`config.mk`:
```
export PLATFORM = sky130hd
export DESIGN_NAME = zt_sram
export DESIGN_NICKNAME = d
export VERILOG_FILES = /design/src/rtl/zt_pkg.sv /design/src/rtl/zt_burst_seq.sv /design/src/rtl/zt_pipe.sv /design/src/rtl/zt_lane_mem.sv /design/src/rtl/zt_sram.sv
export SDC_FILE = /design/constraint.sdc
export NUM_CORES = 2
export LEC_CHECK = 0
export BUFFER_PORTS_ARGS = -buffer_cell sky130_fd_sc_hd__clkbuf_2
export CORE_MARGIN = 1.5
export CORE_UTILIZATION = 35
export DETAILED_ROUTE_END_ITERATION = 7
export GPL_ROUTABILITY_DRIVEN = 0
export PLACE_DENSITY_LB_ADDON = 0.08
export SLEW_MARGIN = 20
export SYNTH_ARGS = -nofsm -noshare
export SYNTH_HDL_FRONTEND = slang
export SYNTH_SLANG_ARGS = --single-unit
export TNS_END_PERCENT = 30
```
`constraint.sdc`:
```
create_clock -name clk -period 3.56 [get_ports clk]
set_input_delay 0.356 -clock clk [delete_from_list [all_inputs] [get_ports clk]]
set_output_delay 0.356 -clock clk [all_outputs]
set_load 0.01 [all_outputs]
```
`src/rtl/zt_pkg.sv`:
```
// Package zt_pkg
// Holds the fixed lane geometry and the burst beat-order function.
// Assumes a four-beat burst, so the beat index is two bits wide.
package zt_pkg;

    localparam int LANE_BITS = 9;

    // Low two address bits for beat n: linear adds, the other order XORs.
    function automatic logic [1:0] beat_lo(input logic [1:0] start,
                                           input logic [1:0] n,
                                           input logic       lin);
        return lin ? (start + n) : (start ^ n);
    endfunction

endpackage

```
`src/rtl/zt_burst_seq.sv`:
```
// Module zt_burst_seq
// Turns the load/advance pins into one command per edge. A load takes the
// address and type from the pins. An advance steps a two-bit beat counter
// and reuses the type and base of the load.
// Assumes burst_lin is static during a burst. ADDR_W must be at least 3.
module zt_burst_seq
    import zt_pkg::*;
#(
    parameter int ADDR_W = 6
) (
    input  logic              clk,
    input  logic              rst_n,
    input  logic              clk_en,
    input  logic              sel,
    input  logic              adv_ld,
    input  logic              rd_wr,
    input  logic              burst_lin,
    input  logic [ADDR_W-1:0] addr,
    output logic              op_valid,
    output logic              op_wr,
    output logic [ADDR_W-1:0] op_addr
);

    logic              act_q;
    logic              wr_q;
    logic [1:0]        cnt_q;
    logic [1:0]        cnt_nxt;
    logic [ADDR_W-1:0] base_q;

    assign cnt_nxt = cnt_q + 2'd1;

    // Pick the command for this edge: a fresh load or the next beat.
    always_comb begin
        if (!adv_ld) begin
            op_valid = sel;
            op_wr    = !rd_wr;
            op_addr  = addr;
        end else begin
            op_valid = act_q;
            op_wr    = wr_q;
            op_addr  = {base_q[ADDR_W-1:2], beat_lo(base_q[1:0], cnt_nxt, burst_lin)};
        end
    end

    // Hold the burst context: base, type, beat counter and activity.
    always_ff @(posedge clk) begin
        if (!rst_n) begin
            act_q  <= 1'b0;
            wr_q   <= 1'b0;
            cnt_q  <= 2'd0;
            base_q <= '0;
        end else if (clk_en) begin
            if (!adv_ld) begin
                act_q  <= sel;
                wr_q   <= !rd_wr;
                cnt_q  <= 2'd0;
                base_q <= addr;
            end else if (act_q) begin
                cnt_q  <= cnt_nxt;
            end
        end
    end

    a_r7_advance_steps: assert property (@(posedge clk) disable iff (!rst_n)
        (clk_en && adv_ld && act_q) |=> (cnt_q == $past(cnt_q) + 2'd1));

    a_r8_load_restarts: assert property (@(posedge clk) disable iff (!rst_n)
        (clk_en && !adv_ld) |=> (cnt_q == 2'd0));

    a_r10_idle_stays: assert property (@(posedge clk) disable iff (!rst_n)
        (clk_en && !adv_ld && !sel) |=> (adv_ld -> !op_valid));

endmodule

```
`src/rtl/zt_pipe.sv`:
```
// Module zt_pipe
// A two-stage command delay. Stage 2 is the command whose data slot is the
// current edge. Every stage holds while the clock enable is low.
// Assumes the reset is synchronous and overrides the clock enable.
module zt_pipe #(
    parameter int ADDR_W = 6,
    parameter int LANES  = 4
) (
    input  logic              clk,
    input  logic              rst_n,
    input  logic              clk_en,
    input  logic              op_valid,
    input  logic              op_wr,
    input  logic [ADDR_W-1:0] op_addr,
    input  logic [LANES-1:0]  op_we_n,
    output logic              s2_valid,
    output logic              s2_wr,
    output logic [ADDR_W-1:0] s2_addr,
    output logic [LANES-1:0]  s2_we_n
);

    logic              s1_valid;
    logic              s1_wr;
    logic [ADDR_W-1:0] s1_addr;
    logic [LANES-1:0]  s1_we_n;

    // Shift the command one stage per enabled edge.
    always_ff @(posedge clk) begin
        if (!rst_n) begin
            s1_valid <= 1'b0;
            s2_valid <= 1'b0;
            s1_wr    <= 1'b0;
            s2_wr    <= 1'b0;
            s1_addr  <= '0;
            s2_addr  <= '0;
            s1_we_n  <= '1;
            s2_we_n  <= '1;
        end else if (clk_en) begin
            s1_valid <= op_valid;
            s1_wr    <= op_wr;
            s1_addr  <= op_addr;
            s1_we_n  <= op_we_n;
            s2_valid <= s1_valid;
            s2_wr    <= s1_wr;
            s2_addr  <= s1_addr;
            s2_we_n  <= s1_we_n;
        end
    end

    a_r1_stage_moves: assert property (@(posedge clk) disable iff (!rst_n)
        (clk_en && s1_valid) |=> s2_valid);

    a_r6_stall_holds: assert property (@(posedge clk) disable iff (!rst_n)
        !clk_en |=> ($stable(s1_valid) && $stable(s2_valid) && $stable(s2_addr)));

endmodule

```
`src/rtl/zt_lane_mem.sv`:
```
// Module zt_lane_mem
// Word storage split into independent lane arrays. Each lane writes on its
// own enable, and reads are combinational.
// Assumes there is one write per edge and that the contents are not reset.
module zt_lane_mem #(
    parameter int ADDR_W = 6,
    parameter int LANES  = 4,
    parameter int LANE_W = 9
) (
    input  logic                    clk,
    input  logic                    wr_en,
    input  logic [ADDR_W-1:0]       wr_addr,
    input  logic [LANES-1:0]        lane_we,
    input  logic [LANES*LANE_W-1:0] wr_data,
    input  logic [ADDR_W-1:0]       rd_addr,
    output logic [LANES*LANE_W-1:0] rd_data
);

    localparam int DEPTH = 1 << ADDR_W;

    for (genvar g = 0; g < LANES; g++) begin : g_lane
        logic [LANE_W-1:0] store [DEPTH];

        // Write this lane when the word write and its lane enable are both set.
        always_ff @(posedge clk) begin
            if (wr_en && lane_we[g]) store[wr_addr] <= wr_data[g*LANE_W +: LANE_W];
        end

        assign rd_data[g*LANE_W +: LANE_W] = store[rd_addr];
    end

endmodule

```
`src/rtl/zt_sram.sv`:
```
// Module zt_sram
// Top of the zero-turnaround memory. It joins the burst sequencer, the
// two-stage pipe, the lane storage and the output register. Writes land and
// reads launch in the same data slot two edges after their command.
// Assumes out_en_n may change at any time. All other inputs are synchronous.
module zt_sram
    import zt_pkg::*;
#(
    parameter int ADDR_W = 6,
    parameter int LANES  = 4
) (
    input  logic                       clk,
    input  logic                       rst_n,
    input  logic                       clk_en,
    input  logic                       sel_a_n,
    input  logic                       sel_b,
    input  logic                       sel_c_n,
    input  logic                       rd_wr,
    input  logic [LANES-1:0]           lane_we_n,
    input  logic                       adv_ld,
    input  logic                       burst_lin,
    input  logic                       out_en_n,
    input  logic [ADDR_W-1:0]          addr,
    input  logic [LANES*LANE_BITS-1:0] dq_in,
    output logic [LANES*LANE_BITS-1:0] dq_out,
    output logic                       dq_oe
);

    localparam int WORD_W = LANES * LANE_BITS;

    logic              sel;
    logic              op_valid;
    logic              op_wr;
    logic [ADDR_W-1:0] op_addr;
    logic              s2_valid;
    logic              s2_wr;
    logic [ADDR_W-1:0] s2_addr;
    logic [LANES-1:0]  s2_we_n;
    logic [WORD_W-1:0] rd_data;
    logic              out_valid;
    logic [WORD_W-1:0] out_q;
    logic              slot_wr;
    logic              slot_rd;

    assign sel     = !sel_a_n && sel_b && !sel_c_n;
    assign slot_wr = clk_en && s2_valid && s2_wr;
    assign slot_rd = s2_valid && !s2_wr;

    zt_burst_seq #(.ADDR_W(ADDR_W)) u_seq (
        .clk(clk), .rst_n(rst_n), .clk_en(clk_en), .sel(sel),
        .adv_ld(adv_ld), .rd_wr(rd_wr), .burst_lin(burst_lin), .addr(addr),
        .op_valid(op_valid), .op_wr(op_wr), .op_addr(op_addr)
    );

    zt_pipe #(.ADDR_W(ADDR_W), .LANES(LANES)) u_pipe (
        .clk(clk), .rst_n(rst_n), .clk_en(clk_en),
        .op_valid(op_valid), .op_wr(op_wr), .op_addr(op_addr), .op_we_n(lane_we_n),
        .s2_valid(s2_valid), .s2_wr(s2_wr), .s2_addr(s2_addr), .s2_we_n(s2_we_n)
    );

    zt_lane_mem #(.ADDR_W(ADDR_W), .LANES(LANES), .LANE_W(LANE_BITS)) u_mem (
        .clk(clk), .wr_en(slot_wr), .wr_addr(s2_addr), .lane_we(~s2_we_n),
        .wr_data(dq_in), .rd_addr(s2_addr), .rd_data(rd_data)
    );

    // Capture read data in its slot and mark the bus as owned for one beat.
    always_ff @(posedge clk) begin
        if (!rst_n) begin
            out_valid <= 1'b0;
            out_q     <= '0;
        end else if (clk_en) begin
            out_valid <= slot_rd;
            if (slot_rd) out_q <= rd_data;
        end
    end

    assign dq_out = out_q;
    assign dq_oe  = out_valid && !out_en_n;

    a_r4_read_drives: assert property (@(posedge clk) disable iff (!rst_n)
        (clk_en && s2_valid && !s2_wr) |=> (dq_oe == !out_en_n));

    a_r1_write_quiet: assert property (@(posedge clk) disable iff (!rst_n)
        (clk_en && s2_valid && s2_wr) |=> !dq_oe);

    a_r5_deselect_empty: assert property (@(posedge clk) disable iff (!rst_n)
        (clk_en && !adv_ld && !sel) |=> !u_pipe.s1_valid);

endmodule

```
# ---- Word-level counts from Yosys, hierarchy flattened
# Memories as Yosys holds them, arrays and structs flattened. A register that Yosys moved wholly into a read port is not among the register bits.
# Index checks and enable logic that the tools add are counted.
dict set report word_totals {
  register_bits 33
  latch_bits 0
  ramBits 2304
  romBits 0
  inputBits 56
  output_inout_bits 37
  word_cells 55
  mem_count 4
}
# memory depth width rd rd_clocked_by_memory_dff wr line
set memory_table {}
lappend memory_table {{u_mem.g_lane[0].store} 64 9 1 1 1 zt_lane_mem.sv:22} ;# logic [LANE_W-1:0] store [DEPTH];
lappend memory_table {{u_mem.g_lane[1].store} 64 9 1 1 1 zt_lane_mem.sv:22}
lappend memory_table {{u_mem.g_lane[2].store} 64 9 1 1 1 zt_lane_mem.sv:22}
lappend memory_table {{u_mem.g_lane[3].store} 64 9 1 1 1 zt_lane_mem.sv:22}
dict set report op_classes {
  addsub 2
  multipliers 0
  div 0
  n_lt_le_gt_ge 0
  eq_ne 1
  n_shift 0
  n_mux 12
  bitwise_logic 3
  reduce_logical 22
}
# operator n
set op_table {}
lappend op_table {{logical AND 1 bit} 10}
lappend op_table {{zero test 1 bit} 9}
lappend op_table {{two-way mux 1 bit} 8}
lappend op_table {{two-way mux 2 bit} 3}
lappend op_table {{two-way mux 6 bit} 1}
lappend op_table {{AND reduction 2 bit} 3}
lappend op_table {{inverter 4 bit} 1}
lappend op_table {{adder 2 x 1 -> 2 bit, second input constant} 1}
lappend op_table {{adder 2 bit} 1}
lappend op_table {{inequality test 2 x 1 -> 1 bit, second input constant} 1}
lappend op_table {{XOR 2 bit} 1}
lappend op_table {{inverter 1 bit} 1}

# ---- Longest topological paths before layout
dict set report logic_depth {
  word_depth 5
  ltp_mapped 11
  mapped_depth_nobuf 8
}

# ---- Cells and area by module
# A second synthesis with hierarchy kept.
dict set report unflattened {
  hier_cells 4336
  area_unflattened_um2 91348.9
}
# module n_inst cells_per_inst area_per_inst_um2 seq_area_each_um2
set by_module_without_submodules {}
lappend by_module_without_submodules {zt_lane_mem 1 4030 88312.2 69186.4}
lappend by_module_without_submodules {zt_sram 1 167 1576.5 740.7}
lappend by_module_without_submodules {zt_pipe 1 77 909.6 480.5}
lappend by_module_without_submodules {zt_burst_seq 1 62 550.5 200.2}

# ---- Worst setup path before layout
# Ideal clock, no wire load.
dict set report synth_path {
  path_kind {register -> register}
  start {register u_pipe.s2_addr[2]}
  end {memory u_mem.g_lane[2].store[10][0], enable pin}
  setup_time_ns 0.374
  t_arrival_ns 2.147
  required_ns 3.186
  slack_ns 1.039
  path_stages_with_launch 10
  path_buffers 6
  period_less_slack_ns 2.521
  cell_sequence {dfxtp_1 buf_4 buf_4 buf_4 buf_4 buf_2 buf_2 nor2_2 nand2_1 nor2_1}
}
# element line
set synth_rtl {}
lappend synth_rtl {{from (decl)} zt_pipe.sv:18} ;# output logic [ADDR_W-1:0] s2_addr,
lappend synth_rtl {{from (signal assigned)} zt_pipe.sv:45} ;# s2_addr <= s1_addr;
lappend synth_rtl {{to (decl)} zt_lane_mem.sv:22}
# Straight into the memory's write port.

# ---- Worst setup path after layout
dict set report layout_path {
  start {register u_pipe.s2_addr[1]}
  end {memory u_mem.g_lane[3].store[0][4], enable pin}
}
# element line
set layout_rtl {}
lappend layout_rtl {{to (decl)} zt_lane_mem.sv:22}
# Straight into the memory's write port.

==> summary.md <==
| Metric | Value |
|---|---|
| Synth top area cells | edfxtp_1, mux2i_1, mux4_2 |
| Largest net degree at the start of global routing | between 60 and 70 |
| Reg2reg path depth | 6 |
| Hold Crit Class | primary input to flop |
| Cell variety after synth | approximately 70 |
| Max Cap Viol | 0 |
| Post-DP HPWL | 205,800 microns |
| Finish-stage setup viols | 0 |
| Max Clock Skew | 0.06437 ns |
| Area Overhead vs Synth | 18.33% |
| CTS tree | yes |
| Crit-path cells | or2_2 > nor2_1 > buf_4 > nand2_1 > nor2_1 > buf_4 |
| Yosys reg bits | around 2,400 |
| Mean Syn Cell Area | approximately 18 sq um |
| Synth warn | 0 |
| Critical path buffer and inverter count | 2 |
| Full die area | 265,500 sq um |
| Worst vdd ir | 0.5306 mV |
| Num ports | between 90 and 100 |
| Initial drt markers | approximately 5,700 |
| Async S/R FF share, synth | 0% |
| Global-route wire length before repair | roughly 440,000 microns |
| CP Launch Type | flop |
| Via density | between 5 and 6 |
| PortBufs | a little over 90 |
| Clk slew on worst S/H paths | approximately 0.060 ns |
| Top_reg_cell synth | edfxtp_1 |
| Slew headroom | 25.68% |
| CP Capture Type | flop |
| Top cell type's share of synthesized area | approximately three quarters |
| CP top delay family | simple AND/OR/NAND/NOR gates |
| Vias in the first global route | ~52,000 |
| WP data required | 4.17 ns |
| Sequential-to-total area share from yosys stat | between 70 and 80% |
| Share of cells above drive strength 1 | between 20% and 30% |
| Clock root buffer | clkbuf_16 |
| Maximum clock rate | between 0.2 and 0.3 GHz |
| Via count | 52,358 |
| Final hold violations | 0 |
| Critical path peak fanout | 29 |
| Hold path depth | 1 |
| Most common cell in the netlist | edfxtp_1 |
| Pwr per Cell Area | between 500 and 600 nW/um^2 |
| Cell row count | around 190 |
| Post-synth top cells | edfxtp_1, mux2i_1, nor2_1, a221oi_1, mux4_2 |
| Period utilization | a little over nine tenths |
| Setup TNS | 0 ns |
| CTS Buf Count | 284 |
| Drt drc | 0 |
| Final wirelength | between 300,000 and 400,000 microns |
| Sinks on Clock Net | approximately 2,400 |
| Clk buf depth | 4 |
| First-pass detailed-route iteration total | 6 |
| Final core utilization | between 40% and 50% |
| Avg WL per Cell | roughly 34 microns |
| Number of cells on the critical path | 6 |
| RSZ-0062 raised after global routing | false |
| CP arrival | between 4 and 5 ns |
| Post-CTS Resized | 0 |
| Fin crit period | ~3.5 ns |
| CTS H-tree lvls | 5 |
| Initial antenna violation count | 21 |
| Core area | 260,200 sq um |
| Status | finished, final reports clean |
| Slew @ Worst Pin | 1.115 ns |
| GRT Total Usage | 23.91% |
| Initial core utilization | between 30% and 40% |
| Slew Viols, Final | 0 |
| Clock Latency Late Sink | between 0.9 and 1 ns |
| Slowest-stage cell, CP | nor2_1 |
| Gr ovfl total | 0 |
| Chip width | between 500 and 600 microns |
| Largest stage delay, worst path | about 0.7 ns |
| Post-synth EDFFs | approximately 2,300 |
| Syn nets | between 5,000 and 6,000 |
| Final ANT Viol Nets | 0 |
| Static leakage | 34.27 nW |
| Cell taking the most area after synthesis | edfxtp_1 |
| Crit Path Class | flop to flop |
| Gate Count Post-Synth | 5,075 |
| Die Ht | 515.3 microns |
| Mapped Area | a little over 90,000 sq um |
| Nets | roughly 5,700 |
## per-stage QoR
stage	instance area [sq um]	worst slack [ns]	instances	hold slack [ns]	power, W
floorplan	91840	1.039	5075	0.4334	0.03240
global placement	99920	0.2512	8871	0.4505	0.03385
detailed placement	99960	0.1863	8872	0.4546	0.03386
CTS	108600	0.1428	9377	0.01385	0.06093
global route	108700	0.1397	9378	0.06145	0.06207
finish	108700	0.07499	9385	0.06002	0.06035
## sequential cells by signal, summed over array words and instances, names as in the netlist
name	count
dq_out	36
out_valid	1
u_mem.g_lane.store	2304
u_pipe.s1_addr	6
u_pipe.s1_we_n	4
u_pipe.s2_addr	6
u_pipe.s2_valid	1
u_pipe.s2_we_n	4
u_pipe.s2_wr	1
u_seq.act_q	1
u_seq.base_q	6
u_seq.cnt_q	2
u_seq.wr_q	1
## report_power, final
part	switching (W)	internal, W	leakage (nW)
Clock	0.0112	0.0159	4.17
Combinational	0.00181	0.000796	8.84
Sequential	0.0000378	0.0306	21.3
## cells in the final DEF (no fill, tap or decap), drive strengths merged, types with 11 or more instances in the layout
cell,instances
mux2,61
nor2b,19
o22a,12
nand2,186
o211ai,11
a221oi,243
dfxtp,69
buf,565
o21a,12
nor2,385
mux4,194
clkbuf,448
nand3,53
bufinv,12
a221o,22
o22ai,104
a22o,30
mux2i,474
edfxtp,2304
a22oi,137
o21ai,134
a21oi,88
a211oi,12
a31oi,38
clkinv,103
dlygate4sd3,21
## what timing repair did
action | 4_1_cts | 5_1_grt
endpoints found under the hold margin | 107 | 0
hold buffers | 21 | 0
setup buffers | 0 | 0
## metal layers
metal | wire (microns) | share of wire, % | up-vias | track usage, %
li1 | - | - | 21907 | -
met1 | 146000 | 46 | 28166 | 34.68
met2 | 147600 | 46 | 1868 | 37.30
met3 | 18900 | 5.9 | 411 | 3.617
met4 | 8196 | 2.6 | 6 | 6.584
met5 | 38 | 0.012 | - | 0
## area by class of cell
type,count,area (sq um)
fill,23499,151500
clock inverter,124,892.1
tap,3496,4374
timing repair buffer,674,5583
sequential,2373,70580
antenna,8,20.02
inverter,4,30.03
clock buffer,360,7590
multi-input combinational,2346,19610
## cell families (layout without fill, tap and decap cells)
kind of cell	Yosys count	count (layout)	share of synthesized area [%]
flip-flops	2373	2373	76.84
AO/OA/AOI/OAI	913	913	7.265
multiplexers	729	729	10.69
AND/OR/NAND/NOR	700	700	3.181
buffers and inverters	356	1162	1.988
XOR/XNOR	3	3	0.02861
adder cells (fa/ha/maj)	1	1	0.01362
other	0	8	0
## final timing paths
| path | from | end | slack, ns |
|---|---|---|---|
| worst max-delay path | u_pipe.s2_addr[1]$_SDFFE_PN0P_ | u_mem.g_lane[3].store[0][4]$_DFFE_PP_ | 0.07 |
| worst min-delay path | dq_in[12] | u_mem.g_lane[1].store[29][3]$_DFFE_PP_ | 0.06 |
| worst max register to register | u_pipe.s2_addr[1]$_SDFFE_PN0P_ | u_mem.g_lane[3].store[0][4]$_DFFE_PP_ | 0.07 |
| worst min register to register | u_seq.base_q[2]$_SDFFE_PN0P_ | u_seq.base_q[2]$_SDFFE_PN0P_ | 0.47 |
Power figures use the tool's default switching activity.
